`config.mk`:
```
export PLATFORM = sky130hd
export DESIGN_NAME = issue_pair_ctl
export DESIGN_NICKNAME = d
export VERILOG_FILES = /design/src/rtl/issue_pair_pkg.sv /design/src/rtl/issue_lane_dec.sv /design/src/rtl/issue_pair_rule.sv /design/src/rtl/issue_rom_wait.sv /design/src/rtl/issue_pair_ctl.sv
export SDC_FILE = /design/constraint.sdc
export NUM_CORES = 1
export LEC_CHECK = 0
export ABC_AREA = 1
export BUFFER_PORTS_ARGS = -buffer_cell sky130_fd_sc_hd__clkbuf_2
export CAP_MARGIN = 20
export CORE_MARGIN = 4
export CORE_UTILIZATION = 30
export CTS_BUF_LIST = sky130_fd_sc_hd__clkbuf_4 sky130_fd_sc_hd__clkbuf_8
export CTS_CLUSTER_SIZE = 12
export DETAILED_ROUTE_END_ITERATION = 8
export GPL_TIMING_DRIVEN = 0
export HOLD_SLACK_MARGIN = 0.02
export PLACE_DENSITY = 0.57
export SYNTH_ARGS = -nofsm -noshare
export SYNTH_HDL_FRONTEND = slang
export SYNTH_HIERARCHICAL = 1
export SYNTH_SLANG_ARGS = --single-unit
```
`constraint.sdc`:
```
create_clock -name clk_i -period 1.5 [get_ports clk_i]
set_input_delay 0.225 -clock clk_i [delete_from_list [all_inputs] [get_ports clk_i]]
set_output_delay 0.225 -clock clk_i [all_outputs]
set_load 0.03 [all_outputs]
```
`src/rtl/issue_pair_pkg.sv`:
```
package issue_pair_pkg;

  localparam int unsigned CLS_W = 3;
  localparam int unsigned NLANE = 2;

  typedef enum logic [CLS_W-1:0] {
    UC_FX = 3'd0,
    UC_LS = 3'd1,
    UC_BR = 3'd2,
    UC_VA = 3'd3,
    UC_VP = 3'd4
  } ucls_e;

  // true when the two classes may share a dispatch group
  function automatic logic cls_compatible(logic [CLS_W-1:0] a, logic [CLS_W-1:0] b);
    if (a > UC_VP || b > UC_VP) return 1'b0;
    if (a == b) return 1'b0;
    if ((a == UC_LS && b == UC_VP) || (a == UC_VP && b == UC_LS)) return 1'b0;
    return 1'b1;
  endfunction

endpackage

```
`src/rtl/issue_lane_dec.sv`:
```
module issue_lane_dec
  import issue_pair_pkg::*;
(
  input  logic [CLS_W-1:0] cls_i,
  input  logic             mc_i,
  input  logic             csi_i,
  input  logic             odd_i,
  output logic             solo_o,
  output logic             slot1_only_o
);

  assign solo_o       = mc_i | csi_i;
  assign slot1_only_o = odd_i | (cls_i == UC_BR);

endmodule

```
`src/rtl/issue_pair_rule.sv`:
```
module issue_pair_rule
  import issue_pair_pkg::*;
(
  input  logic [NLANE-1:0] vld_i,
  input  logic [CLS_W-1:0] cls0_i,
  input  logic [CLS_W-1:0] cls1_i,
  input  logic [NLANE-1:0] cr_i,
  input  logic             odd1_i,
  input  logic             lead_np_i,
  input  logic [NLANE-1:0] solo_i,
  input  logic [NLANE-1:0] slot1_only_i,
  output logic             pair_o
);

  logic lead_ok, trail_ok, res_ok;

  // older lane must be able to sit in slot 0 and not block its partner
  assign lead_ok  = vld_i[0] & ~solo_i[0] & ~slot1_only_i[0] & ~lead_np_i;
  assign trail_ok = vld_i[1] & ~solo_i[1] & slot1_only_i[1] & odd1_i;
  assign res_ok   = ~(cr_i[0] & cr_i[1]) & cls_compatible(cls0_i, cls1_i);
  assign pair_o   = lead_ok & trail_ok & res_ok;

endmodule

```
`src/rtl/issue_rom_wait.sv`:
```
module issue_rom_wait #(
  parameter  int unsigned ROM_LAT = 7,
  localparam int unsigned CW      = $clog2(ROM_LAT + 1)
) (
  input  logic          clk_i,
  input  logic          rst_ni,
  input  logic          stall_i,
  input  logic          head_mc_i,
  output logic          busy_o,
  output logic [CW-1:0] left_o
);

  logic [CW-1:0] cnt_q;
  logic          done_q;

  assign busy_o = head_mc_i & ~done_q;
  assign left_o = (cnt_q != '0) ? cnt_q : (busy_o ? CW'(ROM_LAT) : '0);

  always_ff @(posedge clk_i or negedge rst_ni) begin
    if (!rst_ni) begin
      cnt_q  <= '0;
      done_q <= 1'b0;
    end else if (!stall_i && head_mc_i) begin
      if (done_q) begin
        done_q <= 1'b0;               // instruction issues this cycle
      end else if (cnt_q == '0) begin
        if (ROM_LAT <= 1) done_q <= 1'b1;
        else              cnt_q  <= CW'(ROM_LAT - 1);
      end else begin
        cnt_q <= cnt_q - 1'b1;
        if (cnt_q == CW'(1)) done_q <= 1'b1;
      end
    end
  end

endmodule

```
`src/rtl/issue_pair_ctl.sv`:
```
module issue_pair_ctl
  import issue_pair_pkg::*;
#(
  parameter  int unsigned ROM_LAT = 7,
  localparam int unsigned CW      = $clog2(ROM_LAT + 1)
) (
  input  logic                   clk_i,
  input  logic                   rst_ni,
  input  logic                   stall_i,
  input  logic [NLANE-1:0]       vld_i,
  input  logic [NLANE*CLS_W-1:0] cls_i,
  input  logic                   lead_np_i,
  input  logic [NLANE-1:0]       mc_i,
  input  logic [NLANE-1:0]       csi_i,
  input  logic [NLANE-1:0]       cr_i,
  input  logic [NLANE-1:0]       odd_i,
  output logic                   slot0_en_o,
  output logic                   slot1_en_o,
  output logic [1:0]             take_o,
  output logic                   rom_wait_o,
  output logic [CW-1:0]          rom_left_o
);

  logic [NLANE-1:0] solo, s1_only;
  logic             pair_ok, busy, go, pair, alone;

  for (genvar g = 0; g < NLANE; g++) begin : g_lane
    issue_lane_dec u_dec (
      .cls_i        (cls_i[CLS_W*g +: CLS_W]),
      .mc_i         (mc_i[g]),
      .csi_i        (csi_i[g]),
      .odd_i        (odd_i[g]),
      .solo_o       (solo[g]),
      .slot1_only_o (s1_only[g])
    );
  end

  issue_pair_rule u_rule (
    .vld_i        (vld_i),
    .cls0_i       (cls_i[CLS_W-1:0]),
    .cls1_i       (cls_i[2*CLS_W-1:CLS_W]),
    .cr_i         (cr_i),
    .odd1_i       (odd_i[1]),
    .lead_np_i    (lead_np_i),
    .solo_i       (solo),
    .slot1_only_i (s1_only),
    .pair_o       (pair_ok)
  );

  issue_rom_wait #(.ROM_LAT(ROM_LAT)) u_rom (
    .clk_i     (clk_i),
    .rst_ni    (rst_ni),
    .stall_i   (stall_i),
    .head_mc_i (vld_i[0] & mc_i[0]),
    .busy_o    (busy),
    .left_o    (rom_left_o)
  );

  assign go    = vld_i[0] & ~stall_i & ~busy;
  assign pair  = go & pair_ok;
  assign alone = go & ~pair_ok;

  assign slot0_en_o = pair | (alone & ~s1_only[0]);
  assign slot1_en_o = pair | (alone &  s1_only[0]);
  assign take_o     = pair ? 2'd2 : (alone ? 2'd1 : 2'd0);
  assign rom_wait_o = busy;

endmodule

```
==> impl_metrics.ini <==
[routing]
dr.pass1.iters = 4
drtIter0Drc = 3
drc = 0
via_per_inst = 4.26
routedWlPerCell_um = 9.30
via_count = 716
drt_wl_total_um = 1560
detail-route-antenna-nets = 0

[layout]
utilization = 0.580
final_nets = 168
drive_gt1_frac = 0.497
multiInputGateArea_um2 = 419
filler_cell_count = 176
register_area_um2 = 100
antennaDiodeCount = 0
area_growth_pct = 82.2

[power]
clkPwrFrac = 0.099
p_switching_uw = 573
p_sw_frac = 0.446
leakagePower_uw = 0.000582
internal_power_uw = 711
seqPwrFrac = 0.150
vdd_drop_max_mv = 1.03
combPwrFrac = 0.750
power.density_nw_per_um2 = 1280

[clock_network]
htree_levels = 1
cts_sinks = 4
clock_latency_ns = 0.23
tritoncts = done
cts.clk_slew.worst_paths_ns = 0.04
cts_inserted_buffers = 3
cts_buffer_depth = 2
root_buffer = clkbuf_4

[outcome]
status = finished, violations left
violations = negative setup slack

[critical_path]
crit_family = simple AND/OR/NAND/NOR gates
cp-end-kind = primary output
critPathMaxFanout = 4
worstSetupStartpointType = primary input
worst-path-stages = 10
slowest_stage = or2_1
cpPeakStageDelay_ns = 0.23
required_ns = 1.27
path_buf_inv = 2
cp_cell_sequence = buf_6, or2_1, nor2_2, nand2_2, nor2_4, nand3_2, nor2_4, nor2_2, nor2_4, buf_8
cp_common_cell = nor2_4
critical_path_class = primary input to primary output
worst_r2r_path_depth = 7
arrival_ns = 1.33

[yosys]
synth_fp_nets = 123
syn_avg_cell_area_um2 = 5.49
synth_top_family_by_area = simple AND/OR/NAND/NOR gates
synthXorXnorAreaFrac = 0
synth_top_area_share = 0.185
ys_seq_elements = 4
ys_types = 18
synth-compound-area-share = 0.0638
syn_area_um2 = 549
muxShareOfSynthArea = 0
yosysSeqAreaShare = 0.182
synth-simple-area-share = 0.481
netlist_instances = 100
synthAdderAreaFrac = 0.0683
yosys.area.top_type = nand2_1
yosys-top-cells-area = nand2_1, dfrtp_1, inv_1, nor2_1, ha_1
yosys_warnings = 6

[sta]
fmax_ghz = 0.644
worstMarginPinSlew_ns = 0.182
final.min_clock_period_ns = 1.55
setup_viol = 4
tns_ns = -0.182
drv_slew = 0
skew_ns = 0.000599
max-slew-margin-rel = 0.879
finalHoldViolations = 0
grt_setup_unrepaired = yes
worst_slack_ns = -0.0526
finalCritPeriodShare = 1.04

[global_routing]
grt_max_degree = 7
grt_remaining_overflow = 0
grt.met2_usage = 0.217
gr-usage-all-layers = 0.116
antenna_found_initial = 0
gr-max-usage-layer = met2
grt_pass1_wl_um = 2340
grt_pass1_vias = 634
grt_use_met1 = 0.131
grtUsageMet3 = 0.0178

[hold_path]
hp-class = primary input to asynchronous set/reset pin

[floorplan]
die_w_um = 50.8
ios = 28
rows = 15
start_util = 0.318
dieArea_um2 = 2580
core_um2 = 1730
die_y_um = 50.8

[flow_run]
maxCapViolations = 0

[placed_design]
dp_hpwl_um = 1100
finalWeightedCongestion = 0.722
port_buffers = 27
post-place-ws_ns = -0.296
==> Yosys cell counts <==
cell     instances
nor2_4           2
nor2_2           3
buf_4            1
o21ai_0          3
dfrtp_1          4
ha_1             3
inv_2            2
or2_1            2
or2_2            1
nand4_1          1
nand2_1         27
nand3_2          1
inv_1           26
o21ai_1          3
nand3_1          7
nor2_1          12
nand2_2          1
a21oi_1          1
==> through the flow <==
stage	hold WS, ns	power, µW	instance area (µm²)	instances
2_1_floorplan	-0.0706	565	564	100
5_1_grt	0.351	1380	1000	168
6_report	0.343	1280	1000	168
3_3_place_gp	0.0363	700	731	152
3_5_place_dp	0.0397	706	731	152
4_1_cts	0.336	1050	915	164
==> repair_timing <==
item / 4_1_cts / 5_1_grt
pin swaps: 10 / 4
endpoints found under the setup margin: 7 / 7
gates resized for setup: 25 / 23
setup buffers: 9 / 4
hold endpoints to repair: 4 / 0
hold buffers: 1 / 0
==> layer usage <==
metal / vias to the layer above / wire length, µm
met3: 0 / 65
met5: - / 0
met4: 0 / 0
met1: 322 / 659
li1: 379 / -
met2: 15 / 838
==> layout by cell type, fill, tap and decap left out, drive strengths merged <==
cell type	n
o21ai	6
dfrtp	4
ha	3
nand3	8
inv	28
nand4	1
nor2	17
nand2	28
dlygate4sd3	1
a21oi	1
buf	20
clkbuf	23
or2	3
==> cells by family after synthesis <==
family                   count (synthesis)
buffers and inverters                   29
flip-flops                               4
adder cells (fa/ha/maj)                  3
AND/OR/NAND/NOR                         57
AO/OA/AOI/OAI                            7
==> final timing paths <==
path / to / from / slack, ns
max in group asynchronous: u_rom/done_q / rst_ni / 1.03
worst max-delay path: slot1_en_o / mc_i[0] / -0.05
worst max register to register: u_rom/cnt_q[2] / u_rom/cnt_q[1] / 0.09
worst min-delay path: u_rom/cnt_q[0] / rst_ni / 0.34
min in group clk_i: u_rom/cnt_q[0] / stall_i / 0.36
worst min register to register: u_rom/cnt_q[2] / u_rom/cnt_q[2] / 0.52
==> final cells by class <==
cell class,instances,area share
multi-input cells,67,0.419
flip-flops and latches,4,0.100
repair buffers,41,0.320
clock buffers,3,0.0225
well taps,25,0.0313
inverters,28,0.107
==> power groups by stage <==
stage	combinational [µW]	clock (µW)	sequential (µW)
after floorplan	380	0	186
after global placement	510	0	190
after detailed placement	514	0	193
after CTS	722	137	192
after global routing	1040	144	200
final	963	128	193
==> registers in the layout (all words and copies together), names as in the netlist <==
register / count
u_rom/cnt_q: 3
u_rom/done_q: 1
Power figures use the tool's default switching activity.
